==> src/rtl/mcu8_pkg.sv <==
package mcu8_pkg;

    // width of a register index field inside the instruction word
    localparam int FW = 4;

    typedef enum logic [0:0] {
        ST_WAKE = 1'b0,
        ST_RUN  = 1'b1
    } core_state_e;

    typedef enum logic [3:0] {
        K_NOP,
        K_LOAD,
        K_STORE,
        K_MOVE,
        K_BRANCH,
        K_PUSH,
        K_CALL,
        K_POP,
        K_ALU
    } kind_e;

    typedef enum logic [2:0] {
        A_ADD,
        A_SUB,
        A_SHL,
        A_SHR,
        A_AND,
        A_OR,
        A_XOR,
        A_PASS
    } alu_e;

    typedef struct packed {
        logic z;
        logic c;
        logic n;
        logic v;
    } flags_t;

    typedef struct packed {
        kind_e           kind;
        alu_e            alu;
        logic            imm;
        logic            bitmask;
        logic [FW-1:0]   fa;
        logic [FW-1:0]   fb;
        logic [FW-1:0]   fc;
    } dec_t;

endpackage

==> src/rtl/mcu8_decode.sv <==
module mcu8_decode
    import mcu8_pkg::*;
#(
    parameter int IW = 17
) (
    input  logic [IW-1:0] instr,
    output dec_t          dec
);
    logic [1:0] grp;
    logic [1:0] op;

    assign grp = instr[IW-1 -: 2];
    assign op  = instr[IW-3 -: 2];

    always_comb begin
        dec.kind    = K_NOP;
        dec.alu     = A_PASS;
        dec.imm     = instr[IW-5];
        dec.bitmask = (grp == 2'b11);
        dec.fa      = instr[3*FW-1 -: FW];
        dec.fb      = instr[2*FW-1 -: FW];
        dec.fc      = instr[FW-1:0];
        unique case ({grp, op})
            4'b0000: dec.kind = K_LOAD;
            4'b0001: dec.kind = K_STORE;
            4'b0010: dec.kind = K_MOVE;
            4'b0011: dec.kind = K_BRANCH;
            4'b0100: dec.kind = K_PUSH;
            4'b0101: dec.kind = K_CALL;
            4'b0110: dec.kind = K_POP;
            4'b1000: begin dec.kind = K_ALU; dec.alu = A_ADD; end
            4'b1001: begin dec.kind = K_ALU; dec.alu = A_SUB; end
            4'b1010: begin dec.kind = K_ALU; dec.alu = A_SHL; end
            4'b1011: begin dec.kind = K_ALU; dec.alu = A_SHR; end
            4'b1100: begin dec.kind = K_ALU; dec.alu = A_AND; end
            4'b1101: begin dec.kind = K_ALU; dec.alu = A_OR;  end
            4'b1110: begin dec.kind = K_ALU; dec.alu = A_XOR; end
            default: dec.kind = K_NOP;
        endcase
    end
endmodule

==> src/rtl/mcu8_alu.sv <==
module mcu8_alu
    import mcu8_pkg::*;
#(
    parameter int DW = 8
) (
    input  alu_e          op,
    input  logic [DW-1:0] a,
    input  logic [DW-1:0] b,
    output logic [DW-1:0] y,
    output flags_t        fl
);
    logic [DW:0] sum;
    logic [DW:0] diff;

    assign sum  = {1'b0, a} + {1'b0, b};
    assign diff = {1'b0, a} - {1'b0, b};

    always_comb begin
        y    = b;
        fl.c = 1'b0;
        fl.v = 1'b0;
        unique case (op)
            A_ADD: begin
                y    = sum[DW-1:0];
                fl.c = sum[DW];
                fl.v = (a[DW-1] == b[DW-1]) && (sum[DW-1] != a[DW-1]);
            end
            A_SUB: begin
                y    = diff[DW-1:0];
                fl.c = ~diff[DW];
                fl.v = (a[DW-1] != b[DW-1]) && (diff[DW-1] != a[DW-1]);
            end
            A_SHL:  y = a << b;
            A_SHR:  y = a >> b;
            A_AND:  y = a & b;
            A_OR:   y = a | b;
            A_XOR:  y = a ^ b;
            A_PASS: y = b;
            default: y = b;
        endcase
        fl.z = (y == '0);
        fl.n = y[DW-1];
    end
endmodule

==> src/rtl/mcu8_cond.sv <==
module mcu8_cond
    import mcu8_pkg::*;
(
    input  flags_t        fl,
    input  logic [FW-1:0] code,
    output logic          take
);
    logic slt;
    assign slt = fl.n ^ fl.v;

    always_comb begin
        unique case (code)
            4'd0:    take = 1'b1;
            4'd1:    take = fl.z;
            4'd2:    take = ~fl.z;
            4'd3:    take = fl.c;
            4'd4:    take = ~fl.c;
            4'd5:    take = slt;
            4'd6:    take = ~slt;
            default: take = 1'b0;
        endcase
    end
endmodule

==> src/rtl/mcu8_regfile.sv <==
module mcu8_regfile
    import mcu8_pkg::*;
#(
    parameter int DW   = 8,
    parameter int NREG = 16
) (
    input  logic          clk,
    input  logic          rst_n,
    input  logic [FW-1:0] ra_idx,
    input  logic [FW-1:0] rb_idx,
    output logic [DW-1:0] ra,
    output logic [DW-1:0] rb,
    output logic [DW-1:0] sp_q,
    output logic [DW-1:0] pc_q,
    input  logic          wen,
    input  logic [FW-1:0] widx,
    input  logic [DW-1:0] wdata,
    input  logic          sp_wen,
    input  logic [DW-1:0] sp_wdata,
    input  logic          pc_wen,
    input  logic [DW-1:0] pc_wdata
);
    localparam int SP_IDX = NREG - 2;
    localparam int PC_IDX = NREG - 1;

    logic [DW-1:0] regs [NREG];

    // priority per entry: program counter path, then destination, then pointer
    always_ff @(posedge clk or negedge rst_n) begin
        if (!rst_n) begin
            for (int i = 0; i < NREG; i++) begin
                regs[i] <= (i == SP_IDX) ? '1 : '0;
            end
        end else begin
            for (int i = 0; i < NREG; i++) begin
                if (pc_wen && (i == PC_IDX)) begin
                    regs[i] <= pc_wdata;
                end else if (wen && (widx == FW'(i))) begin
                    regs[i] <= wdata;
                end else if (sp_wen && (i == SP_IDX)) begin
                    regs[i] <= sp_wdata;
                end
            end
        end
    end

    assign ra   = regs[ra_idx];
    assign rb   = regs[rb_idx];
    assign sp_q = regs[SP_IDX];
    assign pc_q = regs[PC_IDX];
endmodule

==> src/rtl/mcu8_core.sv <==
module mcu8_core
    import mcu8_pkg::*;
#(
    parameter int DW   = 8,
    parameter int IW   = 17,
    parameter int NREG = 16
) (
    input  logic          clk,
    input  logic          rst_n,
    output logic [DW-1:0] pmem_addr,
    input  logic [IW-1:0] pmem_data,
    output logic [DW-1:0] dmem_addr,
    output logic [DW-1:0] dmem_wdata,
    output logic          dmem_we,
    input  logic [DW-1:0] dmem_rdata
);
    localparam logic [FW-1:0] PC_ID = FW'(NREG - 1);
    localparam logic [DW-1:0] ONE   = DW'(1);

    core_state_e   state_q, state_n;
    logic          exec_en;

    dec_t          dec;
    flags_t        flags_q, alu_fl;
    logic          take;

    logic [FW-1:0] rb_idx;
    logic [DW-1:0] ra, rb, sp_q, pc_q;
    logic [DW-1:0] off_ext, konst, reg_ea, eff_addr, mask, alu_b, alu_y;
    logic [DW-1:0] pc_inc, sp_inc, sp_dec, pc_next, rd_data, sp_wdata;
    logic          rd_we, sp_we, flags_we, rf_wen;

    // ---------------- controller: state register ----------------
    always_ff @(posedge clk or negedge rst_n) begin
        if (!rst_n) state_q <= ST_WAKE;
        else        state_q <= state_n;
    end

    // ---------------- controller: next state and outputs ----------------
    always_comb begin
        unique case (state_q)
            ST_WAKE: state_n = ST_RUN;   // WAKE_TO_RUN
            ST_RUN:  state_n = ST_RUN;   // RUN_HOLD
            default: state_n = ST_WAKE;
        endcase
    end

    always_comb begin
        unique case (state_q)
            ST_WAKE: exec_en = 1'b0;
            ST_RUN:  exec_en = 1'b1;
            default: exec_en = 1'b0;
        endcase
    end

    // ---------------- decode ----------------
    mcu8_decode #(.IW(IW)) u_dec (
        .instr (pmem_data),
        .dec   (dec)
    );

    assign rb_idx = (dec.kind == K_ALU) ? dec.fc : dec.fa;

    mcu8_regfile #(.DW(DW), .NREG(NREG)) u_rf (
        .clk      (clk),
        .rst_n    (rst_n),
        .ra_idx   (dec.fb),
        .rb_idx   (rb_idx),
        .ra       (ra),
        .rb       (rb),
        .sp_q     (sp_q),
        .pc_q     (pc_q),
        .wen      (rf_wen),
        .widx     (dec.fa),
        .wdata    (rd_data),
        .sp_wen   (sp_we),
        .sp_wdata (sp_wdata),
        .pc_wen   (exec_en),
        .pc_wdata (pc_next)
    );

    // ---------------- operand formation ----------------
    assign off_ext  = {{(DW-FW){dec.fc[FW-1]}}, dec.fc};
    assign konst    = DW'({dec.fb, dec.fc});
    assign reg_ea   = ra + off_ext;
    assign eff_addr = dec.imm ? konst : reg_ea;
    assign mask     = ONE << dec.fc;
    assign pc_inc   = pc_q + ONE;
    assign sp_inc   = sp_q + ONE;
    assign sp_dec   = sp_q - ONE;

    always_comb begin
        unique case (dec.kind)
            K_MOVE:  alu_b = dec.imm ? konst : ra;
            K_ALU:   alu_b = dec.imm ? (dec.bitmask ? mask : DW'(dec.fc)) : rb;
            default: alu_b = '0;
        endcase
    end

    mcu8_alu #(.DW(DW)) u_alu (
        .op (dec.alu),
        .a  (ra),
        .b  (alu_b),
        .y  (alu_y),
        .fl (alu_fl)
    );

    mcu8_cond u_cond (
        .fl   (flags_q),
        .code (dec.fa),
        .take (take)
    );

    // ---------------- execute ----------------
    always_comb begin
        dmem_we    = 1'b0;
        dmem_addr  = eff_addr;
        dmem_wdata = rb;
        rd_we      = 1'b0;
        rd_data    = alu_y;
        sp_we      = 1'b0;
        sp_wdata   = sp_q;
        flags_we   = 1'b0;
        pc_next    = pc_inc;
        unique case (dec.kind)
            K_LOAD: begin
                rd_we   = 1'b1;
                rd_data = dmem_rdata;
            end
            K_STORE: begin
                dmem_we = 1'b1;
            end
            K_MOVE, K_ALU: begin
                rd_we    = 1'b1;
                flags_we = 1'b1;
            end
            K_BRANCH: begin
                if (take) pc_next = eff_addr;
            end
            K_PUSH: begin
                dmem_addr = sp_q;
                dmem_we   = 1'b1;
                sp_we     = 1'b1;
                sp_wdata  = sp_dec;
            end
            K_CALL: begin
                dmem_addr  = sp_q;
                dmem_wdata = pc_inc;
                dmem_we    = 1'b1;
                sp_we      = 1'b1;
                sp_wdata   = sp_dec;
                pc_next    = dec.imm ? konst : ra;
            end
            K_POP: begin
                dmem_addr = sp_inc;
                rd_we     = 1'b1;
                rd_data   = dmem_rdata;
                sp_we     = 1'b1;
                sp_wdata  = sp_inc;
            end
            default: ;
        endcase
        if (rd_we && (dec.fa == PC_ID)) begin
            pc_next = rd_data;
        end
        if (!exec_en) begin
            dmem_we  = 1'b0;
            rd_we    = 1'b0;
            sp_we    = 1'b0;
            flags_we = 1'b0;
            pc_next  = pc_q;
        end
    end

    assign rf_wen    = rd_we && (dec.fa != PC_ID);
    assign pmem_addr = pc_q;

    always_ff @(posedge clk or negedge rst_n) begin
        if (!rst_n)        flags_q <= '0;
        else if (flags_we) flags_q <= alu_fl;
    end
endmodule

==> config.mk <==
export PLATFORM = sky130hd
export DESIGN_NAME = mcu8_core
export DESIGN_NICKNAME = d
export VERILOG_FILES = /design/src/rtl/mcu8_pkg.sv /design/src/rtl/mcu8_decode.sv /design/src/rtl/mcu8_alu.sv /design/src/rtl/mcu8_cond.sv /design/src/rtl/mcu8_regfile.sv /design/src/rtl/mcu8_core.sv
export SDC_FILE = /design/constraint.sdc
export NUM_CORES = 1
export LEC_CHECK = 0
export BUFFER_PORTS_ARGS = -buffer_cell sky130_fd_sc_hd__buf_2
export CORE_MARGIN = 1
export CORE_UTILIZATION = 58
export DETAILED_ROUTE_END_ITERATION = 12
export PLACE_DENSITY_LB_ADDON = 0.2
export SLEW_MARGIN = 20
export SYNTH_ARGS = -nofsm -noshare
export SYNTH_HDL_FRONTEND = slang
export SYNTH_SLANG_ARGS = --single-unit
==> constraint.sdc <==
create_clock -name clk -period 8.6 [get_ports clk]
set_clock_uncertainty 0.2 [all_clocks]
set_input_delay 2.58 -clock clk [delete_from_list [all_inputs] [get_ports clk]]
set_output_delay 2.58 -clock clk [all_outputs]
set_load 0.1 [all_outputs]
==> reports/summary.txt, run 1 <==
Compound-Gate Fraction of Synth Area - 0.244
Dpl ws - -0.0527 ns
Vias post-DR - 12200
Multiplexer share of the synthesized area - 0.145
Synth Area in Adders - 0.0409
Worst setup SP type - primary input
Max Cap Violations - 0
Max-slew headroom - 0.377
Synth Cell Area - 11900 um2
Core Rows - 51
Async S/R FF share, synth - 1.00
Synth top area share - 0.264
Comb pwr share - 0.477
Post-DP HPWL - 35.0 mm
Part of the power in the clock network - 0.215
Total track usage - 0.434
Total Die Area - 21000 um2
Ant. Diodes - 0
Worst-Margin Slew - 0.935 ns
EDFF count, synth - 0
NetSw - 1.58 mW
Combinational family with the most area after synthesis - compound AO/OA/AOI/OAI gates
Non-filler cells, final - 1742
Post-layout nets - 1528
H-tree depth - 4
Failing checks - negative setup slack
Placed Cells - 1702
Ratio of cells with drive above 1 in the final layout - 0.214
FILL cells - 1591
Outcome - complete, but fails checks
CTS Buffer Depth - 2
Setup WS post-layout - -0.0745 ns
Mapped Cells - 1399
Hold Crit Depth - 1
Reg2reg path depth - 20
DRC - 0
Power, Total - 3.39 mW
Gpl congestion - 1.04
Worst hold path class - flop to flop
Final min period - 8.67 ns
ANT nets after route - 0
VDD IR max - 0.220 mV
Clk sinks - 133
Final setup violation count - 1
Highest clock rate - 0.115 GHz
Worst path arrival time - 5.89 ns
Synth area leader - dfrtp_1
Vias in the first global route - 11400
Die Ht - 145 um
Mean Syn Cell Area - 8.47 um2
Clock root cell - clkbuf_16
Crit path kind - primary input to primary output
Crit Path Max Fanout - 10
Sequential-to-total area share from yosys stat - 0.282
Synth area leaders - dfrtp_1, mux4_1, a21oi_1, nand2_1, o21ai_0
Sequential share of power - 0.308
Core region area - 19700 um2
Drt first-iter violations - 1563
First-pass GRT wire length - 69.0 mm
Synth Register Bits - 133
RSZ-0062 raised after global routing - true
Cts bufs inserted - 17
Clock Latency Late Sink - 0.43 ns
Chip width - 145 um
Mapped Nets - 1463
Top FF cell, synth - dfrtp_1
YS warnings - 0
Antenna violations before repair - 1
Pint - 1.81 mW
Max-slew violations - 0
Port buffer count - 51
Clock transition at path regs - 0.07 ns
CTS tree - yes
Area Growth Syn to Fin - 13.9%
Switching share of total power - 0.466
Detailed Routing Iterations Pass 1 - 5
Simple-gate area share of the yosys netlist - 0.188
Commonest cells in the netlist - nand2_1, nor2_1, a21oi_1, dfrtp_1, o21ai_0
Worst Path Required - 5.82 ns
P_leak - 5.87 nW
Most common cell in the synthesized netlist - nand2_1
Cell variety after synth - 99
Vias per inst - 7.03
WL/cell - 26.6 um
Largest net degree at the start of global routing - 75
Period Utilization, post-route - 1.01
GRT overflow - 0
Synth Area in XOR/XNOR - 0.0207
DRT Wirelength - 46.3 mm
Fin. Hold Viols - 0
Pwr Density - 251 nW/um2
Initial core utilization - 0.601
Ports - 52
Worst Setup End Kind - primary output
==> final cells by class <==
| class | count | area (um2) | share of cell area |
|---|---|---|---|
| Multi-Input combinational cell | 1113 | 7720 | 0.572 |
| Sequential cell | 133 | 3340 | 0.247 |
| Timing Repair Buffer | 158 | 1380 | 0.102 |
| Clock buffer | 18 | 439 | 0.0325 |
| Tap cell | 265 | 332 | 0.0246 |
| Inverter | 41 | 159 | 0.0118 |
| Clock inverter | 14 | 135 | 0.0100 |
==> power groups by stage <==
stage                     clock [mW]  combinational [mW]  sequential, mW
final                          0.730                1.62            1.04
after detailed placement           0                1.56            1.03
after global routing           0.753                1.71            1.05
after global placement             0                1.54            1.03
after CTS                      0.724                1.57            1.02
after floorplan                    0                1.14           0.900
==> cell families after synthesis <==
kind of cell / after synthesis
AO/OA/AOI/OAI: 443
XOR/XNOR: 28
adder cells (fa/ha/maj): 37
buffers and inverters: 153
flip-flops: 133
multiplexers: 117
other: 1
AND/OR/NAND/NOR: 487
==> worst paths after layout <==
path	from	end	slack (ns)
min reg2reg	flags_q[2]$_DFFE_PN0P_	flags_q[2]$_DFFE_PN0P_	0.30
min	flags_q[2]$_DFFE_PN0P_	flags_q[2]$_DFFE_PN0P_	0.30
max	pmem_data[4]	dmem_addr[7]	-0.07
max in group asynchronous	rst_n	u_rf.regs[118]$_DFFE_PN0P_	4.98
max reg2reg	u_rf.pc_q[0]$_DFFE_PN0P_	flags_q[3]$_DFFE_PN0P_	2.97
min in group asynchronous	rst_n	u_rf.regs[43]$_DFFE_PN0P_	1.90
==> state kept, by name (all words and copies together), names as in the netlist <==
signal and flops:
flags_q 4, state_q 1, u_rf.pc_q 8, u_rf.regs 112
u_rf.sp_q 8
==> critical path, stage by stage <==
cell and delay (ns):
buf_6 0.07, buf_12 0.13, buf_8 0.15, buf_4 0.23, mux4_1 0.58, mux2i_1 0.16
nor2_1 0.11, a21oi_2 0.21, inv_1 0.09, ha_1 0.32, inv_1 0.06, o21bai_1 0.17
a21oi_2 0.08, xnor2_1 0.18, mux2i_2 0.12, a32o_2 0.28, a21oi_4 0.18, buf_12 0.19
==> timing repair <==
action,4_1_cts,5_1_grt
hold buffers,0,0
buffers inserted,2,8
pin swaps,0,17
resized for setup,1,21
endpoints found under the setup margin,1,4
==> layout by cell type, fill, tap and decap left out, types with 17 or more instances in the layout <==
| cell | netlist | final |
|---|---|---|
| buf_4 | 16 | 100 |
| nor2_1 | 146 | 146 |
| o211ai_1 | 20 | 20 |
| o21ai_0 | 113 | 107 |
| ha_1 | 34 | 30 |
| inv_1 | 35 | 31 |
| nand2_1 | 178 | 178 |
| clkbuf_16 | 0 | 17 |
| nand4_1 | 17 | 17 |
| mux4_1 | 29 | 22 |
| nand3_1 | 44 | 44 |
| mux2i_1 | 53 | 51 |
| a21oi_1 | 136 | 126 |
| nor3_1 | 22 | 22 |
| dfrtp_1 | 125 | 125 |
| mux2_2 | 31 | 29 |
| buf_12 | 3 | 20 |
| buf_2 | 14 | 32 |
==> per-layer routing <==
layer | routed length (um) | GRT usage | part of all wire | vias to the layer above
li1 | - | - | - | 5267
met5 | 0 | 0 | 0 | -
met3 | 4970 | 0.0792 | 0.11 | 228
met1 | 17600 | 0.567 | 0.38 | 5777
met4 | 3320 | 0.246 | 0.072 | 0
met2 | 20400 | 0.680 | 0.44 | 966
==> per-stage QoR <==
| step | area [um2] | hold slack [ns] | setup TNS (ns) | util |
|---|---|---|---|---|
| CTS | 13400 | 0.301 | 0 | 0.680 |
| global placement | 12800 | 0.281 | -0.0225 | 0.649 |
| global route | 13500 | 0.308 | -0.137 | 0.685 |
| finish | 13500 | 0.303 | -0.0745 | 0.685 |
| floorplan | 12000 | 0.262 | -0.524 | - |
| detailed placement | 12800 | 0.286 | -0.0527 | 0.649 |
Power figures use the tool's default switching activity.
==> inputs of run 2 (changes only) <==
- ABC_AREA: not set -> 1
- CORE_UTILIZATION: 58 -> 57
- GPL_TIMING_DRIVEN: not set -> 0
==> run 2 against run 1 <==
  * The flow now finishes without violations
  * Largest cell class unchanged
  * Cell count grew 16%
  * Largest power group unchanged
  * Critical path type unchanged
  * Highest routed layer unchanged
  * Combinational power shrank 14%
  * Core utilization shrank 2.4 points
  * Maximum frequency grew 2.1%
  * Final area shrank 4.8%
  * Critical path depth grew 3
  * Routed wire length shrank 1.8%
  * Sequential share of layout area grew 1.2 points
  * Power shrank 7.4%
==> reports/summary.txt, run 2 <==
Core Util, Final - 0.661
VDD IR max - 0.170 mV
Core region area - 19500 um2
First-pass GRT wire length - 68.7 mm
Total Die Area - 20500 um2
Outcome - finished clean
Async S/R FF share, synth - 1.00
Vias in the first global route - 11800
Commonest non-fill, non-tap cell in the layout - nand2_1
Commonest cells in the netlist - nand2_1, inv_1, o21ai_0, nand3_1, dfrtp_1
Worst hold path class - flop to flop
Antenna violations before repair - 0
Detailed Routing Iterations Pass 1 - 6
Vias post-DR - 12900
Cell variety after synth - 51
Ant. Diodes - 0
Worst path arrival time - 5.72 ns
Worst Hold Launch - flags_q[1]$_DFFE_PN0P_
Synth area leader - dfrtp_1
Clk sinks - 133
Slowest stage delay, CP - 0.26 ns
WL/cell - 22.4 um
Synth area leaders - dfrtp_1, nand2_1, o21ai_0, nand3_1, inv_1
Total track usage - 0.458
Core Rows - 51
Largest net degree at the start of global routing - 77
Largest reg by FF count - u_rf.regs
Pwr Density - 244 nW/um2
H-tree depth - 4
Final setup violation count - 0
Chip width - 143 um
Drt first-iter violations - 1911
Power, Total - 3.14 mW
YS warnings - 0
EDFF count, synth - 0
Most common cell in the synthesized netlist - nand2_1
Fin. Hold Viols - 0
Area Growth Syn to Fin - 13.5%
Port buffer count - 48
Ports - 52
Cts bufs inserted - 17
Synth Cell Area - 11300 um2
P_leak - 5.93 nW
ANT nets after route - 0
CP max stage cell - ha_4
Synth top area share - 0.276
FF-to-FF Start - u_rf.sp_q[2]$_DFFE_PN1P_
Commonest cells after routing, fill and taps aside - nand2_1, inv_1, nand3_1, o21ai_0, dfrtp_1
Mapped Nets - 1741
Ratio of cells with drive above 1 in the final layout - 0.153
GRT overflow - 0
Crit Path Max Fanout - 10
Internal reg-to-reg setup slack - 2.93 ns
Crit path kind - primary input to primary output
Sequential-to-total area share from yosys stat - 0.294
Clock transition at path regs - 0.05 ns
Post-DP HPWL - 33.1 mm
Hold buffer count at cts - 0
Mapped Cells - 1677
CTS Buffer Depth - 2
CTS tree - yes
Worst-path cell chain - buf_2, inv_1, buf_4, buf_6, o21ai_0, a21oi_1, o221ai_2, nand2_4, inv_4, ha_4, a21oi_2, nand2_1, a21oi_1, o21ai_1, a21o_1, a21oi_2, xnor2_1, nand2_1, o21ai_1, o211ai_1, buf_6
Gpl congestion - 1.02
Fin Hold WS - 0.315 ns
Worst Setup SP - pmem_data[5]
Max reg flops - 112
Highest clock rate - 0.118 GHz
Worst setup SP type - primary input
Max-slew headroom - 0.385
DRT Wirelength - 45.5 mm
Die Ht - 143 um
Area after DPL - 12100 um2
Clock Latency Late Sink - 0.44 ns
Max-slew violations - 0
Worst-Margin Slew - 0.920 ns
Mean Syn Cell Area - 6.76 um2
Worst Path Required - 5.82 ns
Vias per inst - 6.38
Initial core utilization - 0.583
Final min period - 8.50 ns
DRC - 0
Post-layout nets - 1814
Max Cap Violations - 0
Worst Setup End Kind - primary output
Top FF cell, synth - dfrtp_1
Clock root cell - clkbuf_16
Design area - 12900 um2
Period Utilization, post-route - 0.988
Synth Register Bits - 133
-- run 2: cell type report --
type	count	area (um2)
clock inverters	13	173
plain buffers	90	699
well taps	265	332
multi-input cells	1248	6780
flip-flops and latches	133	3340
fillers	1777	6600
repair buffers	54	330
clock buffers	19	433
inverters	206	781
-- run 2: through the flow --
stage	setup WS [ns]	cells	setup TNS, ns
2_1_floorplan	-0.300	1677	-0.591
3_3_place_gp	-0.436	1990	-0.854
4_1_cts	0.0000266	2023	0
3_5_place_dp	-0.444	1991	-0.940
6_report	0.101	2028	0
5_1_grt	-0.0197	2028	-0.0197
-- run 2: logic make-up after synthesis --
group	synth area share
adders and majority gates	0.0428
AOI/OAI and AO/OA	0.215
xor gates and xnor gates	0.0185
muxes	0.0307
and+or+nand+nor	0.277
buffers and inverters	0.121
DFF	0.294
other	0.000331
-- run 2: critical path: cells and delay by family --
family	cells	cell delay [ns]
simple gates	3	0.31
buf+inv	6	0.97
xor+xnor	1	0.07
fa+ha+maj	1	0.26
compound gates	10	1.52
-- run 2: worst paths after layout --
path | end | depth (start not counted)
setup / recovery | dmem_addr[7] | 21
hold / removal | flags_q[1]$_DFFE_PN0P_ | 1
setup reg to reg | u_rf.regs[103]$_DFFE_PN0P_ | 28
hold reg to reg | flags_q[1]$_DFFE_PN0P_ | 1
max in group asynchronous | u_rf.regs[31]$_DFFE_PN0P_ | 2
min in group asynchronous | u_rf.regs[82]$_DFFE_PN0P_ | 1
-- run 2: what timing repair did --
| item | 4_1_cts | 5_1_grt |
|---|---|---|
| pin swaps | 0 | 7 |
| gates resized for setup | 6 | 27 |
| buffers inserted | 0 | 5 |
| endpoints found under the setup margin | 5 | 5 |
-- run 2: routing by layer --
layer  up-vias  wire length [um]  track usage
li1       5729                 -            -
met1      5957             16800        0.589
met2      1021             19900        0.702
met3       239              5940        0.112
met4         0              2840        0.263
met5         -                 0            0
-- run 2: where the power goes --
part	leakage [nW]	total [mW]	internal (mW)	switching, mW
Sequential	1.61	0.977	0.816	0.161
Clock	0.281	0.764	0.460	0.304
Combinational	4.04	1.40	0.418	0.982
Total	5.93	3.14	1.69	1.45
